--- src/rtl/usbrb_pkg.sv ---
package usbrb_pkg;

  typedef enum logic [1:0] {
    ACC_BYTE = 2'd0,
    ACC_HALF = 2'd1,
    ACC_WORD = 2'd2
  } acc_size_e;

  typedef enum logic [1:0] {
    WIN_LOCAL = 2'd0,
    WIN_CORE  = 2'd1,
    WIN_FIFO  = 2'd2
  } win_e;

  localparam logic [11:0] OFF_DEVCFG  = 12'h800;
  localparam logic [11:0] OFF_REV_A   = 12'h814;
  localparam logic [11:0] OFF_REV_B   = 12'h838;
  localparam logic [11:0] OFF_REV_C   = 12'h880;
  localparam logic [11:0] OFF_REV_D   = 12'h900;
  localparam logic [11:0] OFF_EP0     = 12'h908;
  localparam logic [11:0] OFF_TXSZ0   = 12'h90C;
  localparam logic [11:0] OFF_RXSZ0   = 12'h94C;
  localparam logic [11:0] OFF_SCRATCH = 12'h9C4;
  localparam logic [11:0] OFF_TRST    = 12'h9D8;
  localparam logic [11:0] OFF_IDW_LO  = 12'h9F8;
  localparam logic [11:0] OFF_IDW_HI  = 12'h9FC;

  localparam logic [31:0] REV_LOW_VAL  = 32'h0000_0020;
  localparam logic [31:0] REV_HIGH_VAL = 32'h0000_0030;
  localparam logic [31:0] IDW_LO_VAL   = 32'hA945_3C59;
  localparam logic [31:0] IDW_HI_VAL   = 32'h5405_9ADF;
  localparam logic [15:0] TRST_INIT    = 16'hA596;

  localparam int DEVCFG_HOST_BIT = 16;
  localparam int DEVCFG_TEST_BIT = 15;

  // FIFO slice index -> core FIFO address: base 0x20, one word per endpoint.
  function automatic logic [8:0] fifo_core_addr(input logic [3:0] slice);
    return 9'h020 + {3'b000, slice, 2'b00};
  endfunction

  // Offset of the n-th register in a word-strided bank.
  function automatic logic [11:0] bank_offset(input logic [11:0] base, input int n);
    return base + 12'(4 * n);
  endfunction

endpackage

--- src/rtl/usbrb_window_decode.sv ---
module usbrb_window_decode
  import usbrb_pkg::*;
#(
  parameter int ADDR_W  = 12,
  parameter int DATA_W  = 32,
  parameter int CORE_AW = 9
) (
  input  logic              clk,
  input  logic              rst_n,
  input  logic              req,
  input  logic              we,
  input  logic [1:0]        size,
  input  logic [ADDR_W-1:0] addr,
  input  logic [DATA_W-1:0] wdata,
  output win_e              win,
  output logic              core_valid,
  output logic              core_we,
  output logic [1:0]        core_size,
  output logic [CORE_AW-1:0] core_addr,
  output logic [DATA_W-1:0] core_wdata
);

  logic [2:0] page;
  assign page = addr[ADDR_W-1 -: 3];

  always_comb begin
    unique case (page)
      3'b010:  win = WIN_CORE;
      3'b011:  win = WIN_FIFO;
      default: win = WIN_LOCAL;
    endcase
  end

  logic fwd;
  assign fwd = req && (win != WIN_LOCAL);

  always_comb begin
    core_addr = '0;
    if (win == WIN_CORE)      core_addr = addr[CORE_AW-1:0];
    else if (win == WIN_FIFO) core_addr = fifo_core_addr(addr[8:5]);
  end

  assign core_valid = fwd;
  assign core_we    = fwd && we;
  assign core_size  = fwd ? size : 2'd0;
  assign core_wdata = fwd ? wdata : '0;

  // the core strobe appears only for offsets 0x400..0x7FF
  p_core_only_in_window_r3: assert property (@(posedge clk) disable iff (!rst_n)
    core_valid |-> (req && addr[ADDR_W-1:ADDR_W-2] == 2'b01));

  // FIFO remap lands on a word-aligned address between 0x20 and 0x5C
  p_fifo_addr_range_r2: assert property (@(posedge clk) disable iff (!rst_n)
    (core_valid && addr[9]) |-> (core_addr[1:0] == 2'b00 &&
                                 core_addr >= 9'h020 && core_addr <= 9'h05C));

endmodule

--- src/rtl/usbrb_sysregs.sv ---
module usbrb_sysregs
  import usbrb_pkg::*;
#(
  parameter int ADDR_W = 12,
  parameter int DATA_W = 32
) (
  input  logic              clk,
  input  logic              rst_n,
  input  logic              wr,
  input  logic [ADDR_W-1:0] addr,
  input  logic [DATA_W-1:0] wdata,
  output logic [DATA_W-1:0] rd_data,
  output logic              host_mode,
  output logic              test_err
);

  localparam int TRST_W = 16;

  logic [DATA_W-1:0] devcfg_q;
  logic [DATA_W-1:0] scratch_q;
  logic [TRST_W-1:0] trst_q;
  logic              err_q;

  logic wr_devcfg, wr_scratch, wr_trst, test_req;
  assign wr_devcfg  = wr && (addr == OFF_DEVCFG);
  assign wr_scratch = wr && (addr == OFF_SCRATCH);
  assign wr_trst    = wr && (addr == OFF_TRST);
  assign test_req   = wr_devcfg && wdata[DEVCFG_TEST_BIT];

  logic [DATA_W-1:0] devcfg_keep;
  always_comb begin
    devcfg_keep = wdata;
    devcfg_keep[DEVCFG_TEST_BIT] = 1'b0;
  end

  always_ff @(posedge clk or negedge rst_n) begin
    if (!rst_n) begin
      devcfg_q  <= '0;
      scratch_q <= '0;
      trst_q    <= TRST_INIT;
      err_q     <= 1'b0;
    end else begin
      if (wr_devcfg)  devcfg_q  <= devcfg_keep;
      if (wr_scratch) scratch_q <= wdata;
      if (wr_trst)    trst_q    <= wdata[TRST_W-1:0];
      if (test_req)   err_q     <= 1'b1;
    end
  end

  always_comb begin
    unique case (addr)
      OFF_DEVCFG:             rd_data = devcfg_q;
      OFF_REV_A, OFF_REV_B:   rd_data = REV_LOW_VAL;
      OFF_REV_C, OFF_REV_D:   rd_data = REV_HIGH_VAL;
      OFF_SCRATCH:            rd_data = scratch_q;
      OFF_TRST:               rd_data = {{(DATA_W-TRST_W){1'b0}}, trst_q};
      OFF_IDW_LO:             rd_data = IDW_LO_VAL;
      OFF_IDW_HI:             rd_data = IDW_HI_VAL;
      default:                rd_data = '0;
    endcase
  end

  assign host_mode = devcfg_q[DEVCFG_HOST_BIT];
  assign test_err  = err_q;

  // the error flag never falls once raised
  p_err_sticky_r5: assert property (@(posedge clk) disable iff (!rst_n)
    test_err |=> test_err);

  // host mode moves only after a configuration write
  p_host_mode_hold_r4: assert property (@(posedge clk) disable iff (!rst_n)
    !wr_devcfg |=> $stable(host_mode));

endmodule

--- src/rtl/usbrb_ep_sizes.sv ---
module usbrb_ep_sizes
  import usbrb_pkg::*;
#(
  parameter int ADDR_W = 12,
  parameter int DATA_W = 32,
  parameter int NUM_EP = 15
) (
  input  logic              clk,
  input  logic              rst_n,
  input  logic              wr,
  input  logic [ADDR_W-1:0] addr,
  input  logic [DATA_W-1:0] wdata,
  output logic [DATA_W-1:0] rd_data,
  output logic              cmd_valid,
  output logic [$clog2(NUM_EP+1)-1:0] cmd_ep,
  output logic [DATA_W-2:0] cmd_size,
  output logic              cmd_tx
);

  localparam int EP_IDX_W = $clog2(NUM_EP + 1);
  localparam int EP0_W    = 9;
  localparam int EP0_SZ_W = 7;

  logic [EP0_W-1:0]  ep0_q;
  logic [DATA_W-1:0] tx_q [NUM_EP];
  logic [DATA_W-1:0] rx_q [NUM_EP];
  logic [NUM_EP-1:0] hit_tx, hit_rx;
  logic              hit_ep0;

  assign hit_ep0 = (addr == OFF_EP0);

  genvar g;
  generate
    for (g = 0; g < NUM_EP; g++) begin : g_slot
      localparam logic [11:0] TX_OFF = bank_offset(OFF_TXSZ0, g);
      localparam logic [11:0] RX_OFF = bank_offset(OFF_RXSZ0, g);
      assign hit_tx[g] = (addr == TX_OFF);
      assign hit_rx[g] = (addr == RX_OFF);
    end
  endgenerate

  always_ff @(posedge clk or negedge rst_n) begin
    if (!rst_n) begin
      ep0_q <= '0;
      for (int i = 0; i < NUM_EP; i++) begin
        tx_q[i] <= '0;
        rx_q[i] <= '0;
      end
    end else if (wr) begin
      if (hit_ep0) ep0_q <= wdata[EP0_W-1:0];
      for (int i = 0; i < NUM_EP; i++) begin
        if (hit_tx[i]) tx_q[i] <= wdata;
        if (hit_rx[i]) rx_q[i] <= wdata;
      end
    end
  end

  logic [EP_IDX_W-1:0] tx_ep, rx_ep;
  always_comb begin
    rd_data = '0;
    tx_ep   = '0;
    rx_ep   = '0;
    if (hit_ep0) rd_data = {{(DATA_W-EP0_W){1'b0}}, ep0_q};
    for (int i = 0; i < NUM_EP; i++) begin
      if (hit_tx[i]) begin
        rd_data = tx_q[i];
        tx_ep   = EP_IDX_W'(i + 1);
      end
      if (hit_rx[i]) begin
        rd_data = rx_q[i];
        rx_ep   = EP_IDX_W'(i + 1);
      end
    end
  end

  always_comb begin
    cmd_valid = 1'b0;
    cmd_ep    = '0;
    cmd_size  = '0;
    cmd_tx    = 1'b0;
    if (wr && hit_ep0) begin
      cmd_valid = 1'b1;
      cmd_size  = {{(DATA_W-1-EP0_SZ_W){1'b0}}, wdata[EP0_SZ_W-1:0]};
      cmd_tx    = wdata[EP0_SZ_W];
    end else if (wr && |hit_tx) begin
      cmd_valid = 1'b1;
      cmd_ep    = tx_ep;
      cmd_size  = wdata[DATA_W-2:0];
      cmd_tx    = 1'b1;
    end else if (wr && |hit_rx) begin
      cmd_valid = 1'b1;
      cmd_ep    = rx_ep;
      cmd_size  = wdata[DATA_W-2:0];
      cmd_tx    = 1'b0;
    end
  end

  // a size command is only ever the result of a local word write
  p_cmd_from_write_r6: assert property (@(posedge clk) disable iff (!rst_n)
    cmd_valid |-> wr);

  // endpoint 0 commands carry a 7-bit size
  p_ep0_size_narrow_r6: assert property (@(posedge clk) disable iff (!rst_n)
    (cmd_valid && cmd_ep == '0) |-> (cmd_size[DATA_W-2:EP0_SZ_W] == '0));

  // an offset selects at most one endpoint slot
  p_one_slot_r7: assert property (@(posedge clk) disable iff (!rst_n)
    $onehot0({hit_tx, hit_rx, hit_ep0}));

endmodule

--- src/rtl/usb_bridge_regdec.sv ---
module usb_bridge_regdec
  import usbrb_pkg::*;
#(
  parameter int ADDR_W  = 12,
  parameter int DATA_W  = 32,
  parameter int CORE_AW = 9,
  parameter int NUM_EP  = 15,
  localparam int EP_IDX_W = $clog2(NUM_EP + 1)
) (
  input  logic                clk,
  input  logic                rst_n,
  input  logic                bus_req,
  input  logic                bus_we,
  input  logic [1:0]          bus_size,
  input  logic [ADDR_W-1:0]   bus_addr,
  input  logic [DATA_W-1:0]   bus_wdata,
  output logic [DATA_W-1:0]   bus_rdata,
  output logic                bus_rvalid,
  output logic                core_valid,
  output logic                core_we,
  output logic [1:0]          core_size,
  output logic [CORE_AW-1:0]  core_addr,
  output logic [DATA_W-1:0]   core_wdata,
  input  logic [DATA_W-1:0]   core_rdata,
  output logic                epsz_valid,
  output logic [EP_IDX_W-1:0] epsz_ep,
  output logic [DATA_W-2:0]   epsz_size,
  output logic                epsz_tx,
  output logic                host_mode,
  output logic                test_mode_err
);

  win_e win;

  usbrb_window_decode #(
    .ADDR_W (ADDR_W),
    .DATA_W (DATA_W),
    .CORE_AW(CORE_AW)
  ) u_decode (
    .clk       (clk),
    .rst_n     (rst_n),
    .req       (bus_req),
    .we        (bus_we),
    .size      (bus_size),
    .addr      (bus_addr),
    .wdata     (bus_wdata),
    .win       (win),
    .core_valid(core_valid),
    .core_we   (core_we),
    .core_size (core_size),
    .core_addr (core_addr),
    .core_wdata(core_wdata)
  );

  // Local registers see only whole-word accesses.
  logic local_word, local_wr, rd_req;
  assign local_word = bus_req && (win == WIN_LOCAL) && (bus_size == ACC_WORD);
  assign local_wr   = local_word && bus_we;
  assign rd_req     = bus_req && !bus_we;

  logic [DATA_W-1:0] sys_rd, ep_rd;

  usbrb_sysregs #(
    .ADDR_W(ADDR_W),
    .DATA_W(DATA_W)
  ) u_sys (
    .clk      (clk),
    .rst_n    (rst_n),
    .wr       (local_wr),
    .addr     (bus_addr),
    .wdata    (bus_wdata),
    .rd_data  (sys_rd),
    .host_mode(host_mode),
    .test_err (test_mode_err)
  );

  usbrb_ep_sizes #(
    .ADDR_W(ADDR_W),
    .DATA_W(DATA_W),
    .NUM_EP(NUM_EP)
  ) u_ep (
    .clk      (clk),
    .rst_n    (rst_n),
    .wr       (local_wr),
    .addr     (bus_addr),
    .wdata    (bus_wdata),
    .rd_data  (ep_rd),
    .cmd_valid(epsz_valid),
    .cmd_ep   (epsz_ep),
    .cmd_size (epsz_size),
    .cmd_tx   (epsz_tx)
  );

  logic [DATA_W-1:0] rd_mux;
  always_comb begin
    if (core_valid)      rd_mux = core_rdata;
    else if (local_word) rd_mux = sys_rd | ep_rd;
    else                 rd_mux = '0;
  end

  logic [DATA_W-1:0] rdata_q;
  logic              rvalid_q;

  always_ff @(posedge clk or negedge rst_n) begin
    if (!rst_n) begin
      rdata_q  <= '0;
      rvalid_q <= 1'b0;
    end else begin
      rvalid_q <= rd_req;
      if (rd_req) rdata_q <= rd_mux;
    end
  end

  assign bus_rdata  = rdata_q;
  assign bus_rvalid = rvalid_q;

  // every read request is answered one cycle later
  p_rvalid_after_read_r1: assert property (@(posedge clk) disable iff (!rst_n)
    rd_req |=> bus_rvalid);

  // forwarded read data is the core response of the request cycle
  p_core_read_return_r1: assert property (@(posedge clk) disable iff (!rst_n)
    (rd_req && core_valid) |=> (bus_rdata == $past(core_rdata)));

  // narrow local accesses never emit a size command
  p_narrow_no_cmd_r10: assert property (@(posedge clk) disable iff (!rst_n)
    (bus_req && win == WIN_LOCAL && bus_size != ACC_WORD) |-> !epsz_valid);

  // narrow local reads return zero
  p_narrow_read_zero_r10: assert property (@(posedge clk) disable iff (!rst_n)
    (rd_req && win == WIN_LOCAL && bus_size != ACC_WORD) |=> (bus_rdata == '0));

  // no read valid without a preceding read request
  p_no_spurious_rvalid_r11: assert property (@(posedge clk) disable iff (!rst_n)
    !rd_req |=> !bus_rvalid);

endmodule

--- config.mk ---
export PLATFORM = sky130hd
export DESIGN_NAME = usb_bridge_regdec
export DESIGN_NICKNAME = d
export VERILOG_FILES = /design/src/rtl/usbrb_pkg.sv /design/src/rtl/usbrb_window_decode.sv /design/src/rtl/usbrb_sysregs.sv /design/src/rtl/usbrb_ep_sizes.sv /design/src/rtl/usb_bridge_regdec.sv
export SDC_FILE = /design/constraint.sdc
export NUM_CORES = 2
export LEC_CHECK = 0
export BUFFER_PORTS_ARGS = -buffer_cell sky130_fd_sc_hd__buf_2
export CAP_MARGIN = 20
export CORE_MARGIN = 3
export CORE_UTILIZATION = 63
export CTS_CLUSTER_DIAMETER = 50
export DETAILED_ROUTE_END_ITERATION = 8
export GPL_TIMING_DRIVEN = 1
export HOLD_SLACK_MARGIN = 0.03
export PLACE_DENSITY = 0.92
export SETUP_SLACK_MARGIN = 0.05
export SLEW_MARGIN = 20
export SYNTH_ARGS = -nofsm -noshare
export SYNTH_HDL_FRONTEND = slang
export SYNTH_SLANG_ARGS = --single-unit
--- constraint.sdc ---
create_clock -name clk -period 5.7 [get_ports clk]
set_input_delay 0.855 -clock clk [delete_from_list [all_inputs] [get_ports clk]]
set_output_delay 0.855 -clock clk [all_outputs]
set_load 0.02 [all_outputs]
**Word level (Yosys, flattened, before mapping)**

Index checks and enable logic that the tools add are counted.

- Word-level logic and storage cells: 215
- Register bits after elaboration: 1082
- Input bits: 82
- Output and inout port bits: 117

- Reductions and logical operators: 51
- $add $sub $neg: 1
- Eq/ne operators: 45
- Mux-type cells: 80
- Bitwise logic cells: 1

Operator list:

| kind | count |
|---|---|
| $mux 32 | 33 |
| $eq 12x12->1 const B | 40 |
| $pmux 32 s7 | 1 |
| $mux 31 | 3 |
| $mux 4 | 19 |
| $reduce_and 2->1 | 31 |
| $or 32x32->32 | 1 |
| $reduce_or 15->1 | 2 |
| $mux 9 | 3 |
| $mux 3 | 8 |
| $logic_and 1x1->1 | 13 |
| $mux 2 | 5 |
| $add 6x6->7 const A | 1 |
| $mux 1 | 7 |
| $eq 3x2->1 const B | 2 |
| $eq 2x2->1 const B | 2 |
| $pmux 2 s2 | 1 |
| $reduce_or 2->1 | 2 |
| $eq 2x1->1 const B | 1 |
| $logic_not 2->1 | 1 |
| $reduce_bool 2->1 | 1 |
| $logic_not 1->1 | 1 |

**Logic depth before layout (Yosys ltp)**

- Depth in word-level cells: 35
- Gate-level depth with buffers: 14
- Gate-level depth less buffers: 8

**Hierarchy**

Synthesis repeated with hierarchy kept, for this count alone.

- Cell total of the unflattened synthesis: 4136
- Area total of the unflattened synthesis: 50661.1 µm²

By module, submodules not included:

| module | cells each | instances | area an instance (µm²) | sequential area each (µm²) |
|---|---|---|---|---|
| usbrb_ep_sizes | 3617 | 1 | 44870.5 | 24248.3 |
| usbrb_sysregs | 276 | 1 | 3751.1 | 2011.9 |
| usb_bridge_regdec | 183 | 1 | 1644.1 | 825.8 |
| usbrb_window_decode | 60 | 1 | 395.4 | 0.0 |

**Least setup slack after synthesis**

Ideal clock, no wire load.

- Kind: input-to-output
- Start point: in bus_addr[1]
- End point: out epsz_ep[1]
- Path slack: 1.825 ns
- Stages: 8
- Data arrival time: 3.020 ns
- Required time: 4.845 ns
- Cells stage by stage: buf_2 -> or4b_4 -> buf_4 -> nor3_2 -> buf_2 -> buf_4 -> nor4_1 -> a41oi_1

- Longest elaborated chain between the ends: 18
- Elaborated cells on any way between the ends: 67
- Classes of those cells: 31 x eq/ne; 31 x mux; 5 x reduce/logical

Ends and longest elaborated chain:

| what | line | source |
|---|---|---|
| start, declared | usb_bridge_regdec.sv:15 | `input logic [ADDR_W-1:0] bus_addr,` |
| $eq 12x12->1 | usbrb_ep_sizes.sv:38 | `assign hit_rx[g] = (addr == RX_OFF);` |
| $mux 2 (2 in a row) | usbrb_ep_sizes.sv:69 | `if (hit_rx[i]) begin` |
| $mux 3 (4 in a row) | usbrb_ep_sizes.sv:69 |  |
| $mux 4 (8 in a row) | usbrb_ep_sizes.sv:69 |  |
| $mux 4 | usbrb_ep_sizes.sv:90 | `end else if (wr && \|hit_rx) begin` |
| $mux 4 | usbrb_ep_sizes.sv:85 | `end else if (wr && \|hit_tx) begin` |
| $mux 4 * | usbrb_ep_sizes.sv:81 | `if (wr && hit_ep0) begin` |
| end, declared | usb_bridge_regdec.sv:26 | `output logic [EP_IDX_W-1:0] epsz_ep,` |

Mark *: on every way between the ends. The rest lies on a longest branch, timed or not.

**Worst setup path in the final report**

- Start point: in bus_addr[6]
- End point: out epsz_ep[2]

- Longest elaborated chain between the ends: 16
- Elaborated cells on any way between the ends: 63
- Classes of those cells: 31 x eq/ne; 27 x mux; 5 x reduce/logical

Ends and longest elaborated chain:

| what | line |
|---|---|
| $eq 12x12->1 | usbrb_ep_sizes.sv:38 |
| $mux 3 (4 in a row) | usbrb_ep_sizes.sv:69 |
| $mux 4 (8 in a row) | usbrb_ep_sizes.sv:69 |
| $mux 4 | usbrb_ep_sizes.sv:90 |
| $mux 4 | usbrb_ep_sizes.sv:85 |
| $mux 4 * | usbrb_ep_sizes.sv:81 |

Marks and branches as above.

==> impl_metrics.tcl <==
set metrics [dict create \
    outcome "finished with violations" \
    violations "design-rule violations" \
    synth-warning-count 0 \
    maxSlewHeadroom_pct 17.4 \
    grt_pass1_vias 44016 \
    period_minus_slack_ns 4.87 \
    seqCellArea_mm2 0.0271 \
    grt_busiest_layer "met2" \
    drc 29 \
    htreeDepth 3 \
    start_util_pct 64.2 \
    row_count 103 \
    cts_root_buf "clkbuf_16" \
    hp-class "input pin to asynchronous set/reset pin" \
    multi_input_area_mm2 0.0227 \
    crit_arrival_ns 4.01 \
    final_common_cell "dfrtp_1" \
    grt_max_degree 148 \
    max_freq_mhz 205 \
    netlist_instances 4222 \
    netlist_area_mm2 0.0513 \
    max-cap-violations 0 \
    grt_pass1_wl_mm 294 \
    min_period_over_period_pct 85.4 \
    core_area_mm2 0.0798 \
    ys.flop_type "dfrtp_1" \
    die_w_um 291 \
    syn_area_per_cell_um2 12.1 \
    fin_setup_tns_ns 0 \
    grt_use_met1_pct 55.2 \
    finish.utilization_pct 72.2 \
    mostFrequentLayoutCells "1,074 x dfrtp_1, 985 x mux2_2, 197 x buf_2" \
    vias 43888 \
    finalSetupViolCount 0 \
    die_area_mm2 0.0848 \
    cts-hold-fix-buffers 0 \
    use_met3_pct 23.5 \
    rsz0062_at_grt "no" \
    synth-seq-cells 1082 \
    area_growth_pct 12.4 \
    nets 4412 \
    synth-edff-count 0 \
    avgViaCountPerCell 8.01 \
    gp_congestion 0.998 \
    postRouteAntennaNets 0 \
    critPathSlowestCell "nor4bb_4" \
    crit_fanout 29 \
    clockBufferDepth 3 \
    antenna_found_initial 20 \
    async_flop_share_pct 100 \
    cts.clk_slew.worst_paths_ns 0.06 \
    cellPowerDensity_mw_per_mm2 276 \
    clock_sinks 1082 \
    dr.pass1.iters 9 \
    post_cts_buffers 0 \
    seq_area_frac_synth_pct 52.9 \
    overflow 0 \
    io_pins 199 \
    cts_tree "done" \
    finClkSkew_ns 0.0470 \
    n_fill_cell 4697 \
    finalHoldViolCount 0 \
    critical_path.startpoint_type "input pin" \
    worst_pin_slew_ns 1.24 \
    crit_top_cell "buf_2" \
    routed_wl_mm 199 \
    io_buffers 198 \
    fp.dieH_um 291 \
    cp.required_ns 4.85 \
    crit_path_cell_trace "buf_2, nor4bb_4, buf_4, nand3_1, o211ai_1, o31a_1, buf_2" \
    critical_path.max_stage_delay_ns 0.86 \
    ctsResizeCount 0 \
    drv_slew 0 \
    crit_path_end_kind "output port" \
    drtIter0Drc 8579 \
    layout-drive-gt1-share_pct 38.1 \
    irDropWorstVdd_mv 0.294 \
    synth.distinct_cells 96 \
    syn_nets 4304 \
    hpwl_mm 124 \
    path_class "input pin to output port" \
    insertion_delay_ns 0.72 \
    use_met2_pct 64.3 \
    numCtsBuffers 109 \
    holdWs_ns 0.213 \
    grt_usage_pct 46.3 \
    routedWlPerCell_um 36.4 \
    leakagePower_nw 28.0 \
]
[critical path: cells and delay by family]
family,cells,cell delay (ns)
AO/OA/AOI/OAI,2,0.84
buffers and inverters,3,0.88
AND/OR/NAND/NOR,2,1.42
[cells in the mapped netlist (31+ instances only)]
master,instances,area (um^2)
buf_2,174,871
a222oi_1,31,310
a211oi_1,33,248
nor2_1,200,751
o221ai_1,40,350
a22oi_1,93,698
nand3_1,77,385
mux2_2,985,11100
nor3_1,59,295
nand2_1,180,676
clkbuf_1,197,739
mux2_1,63,709
o22ai_1,98,613
o21ai_0,154,771
dfrtp_1,1074,26900
a21oi_1,141,706
a221oi_1,68,596
a22o_1,34,298
and3_1,41,257
[layout make-up]
| class | count | area share [%] |
|---|---|---|
| Antenna cell | 8 | 0.0348 |
| Clock buffer | 155 | 5.56 |
| Clock inverter | 46 | 0.778 |
| Inverter | 9 | 0.0586 |
| Multi-Input combinational cell | 2726 | 39.5 |
| Sequential cell | 1082 | 47.0 |
| Tap cell | 1050 | 2.28 |
| Timing Repair Buffer | 402 | 4.81 |
[sequential cells by signal, indices dropped and copies added (netlist names)]
signal           count
bus_rdata           32
u_sys.devcfg_q      31
u_ep.rx_q          480
u_ep.tx_q          480
bus_rvalid           1
u_ep.ep0_q           9
u_sys.test_err       1
u_sys.scratch_q     32
u_sys.trst_q        16
[stage by stage]
stage / setup slack [ns] / total power, mW / cell area [um^2] / cells
after CTS: 0.883 / 15.8 / 57500 / 5469
final: 0.831 / 15.9 / 57600 / 5478
after global placement: 0.984 / 8.57 / 53800 / 5264
after floorplan: 1.83 / 8.14 / 51300 / 4222
after detailed placement: 0.779 / 8.59 / 53900 / 5268
after global routing: 0.869 / 16.1 / 57600 / 5470
[where the power goes]
group          total [mW]  switching [mW]  leakage, nW  internal [mW]
combinational       0.779           0.630         11.2          0.150
sequential           7.72          0.0230         15.0           7.70
clock                7.38            3.22         1.77           4.15
total                15.9            3.88         28.0           12.0
[path summary, 6_finish.rpt]
path                       depth (start not counted)      startpoint        endpoint  slack, ns
min in group clk                                   2   core_rdata[3]    bus_rdata[3]       0.38
min                                                1           rst_n    u_ep.tx_q[6]       0.21
min reg2reg                                        1  u_ep.tx_q[258]  u_ep.tx_q[258]       0.49
max reg2reg                                        8  u_ep.rx_q[470]   bus_rdata[22]       2.65
max in group asynchronous                          2           rst_n  u_ep.tx_q[439]       3.91
max                                                7     bus_addr[6]      epsz_ep[2]       0.83
[logic make-up (layout without fill, tap and decap cells)]
logic type / Yosys count / in the layout / share of synthesized area, %
buf+inv: 414 / 612 / 3.59
other cells: 0 / 8 / 0
xor+xnor: 1 / 1 / 0.0171
mux: 1065 / 1065 / 23.4
compound gates: 917 / 917 / 12.6
flops: 1082 / 1082 / 52.9
simple gates: 743 / 743 / 7.63
[per-layer routing]
layer,routed length (um),part of all wire (%)
met1,63700,32
met2,80700,40
met3,34300,17
met4,20200,10
met5,532,0.27
No activity file was read; power rests on OpenSTA's default activity.
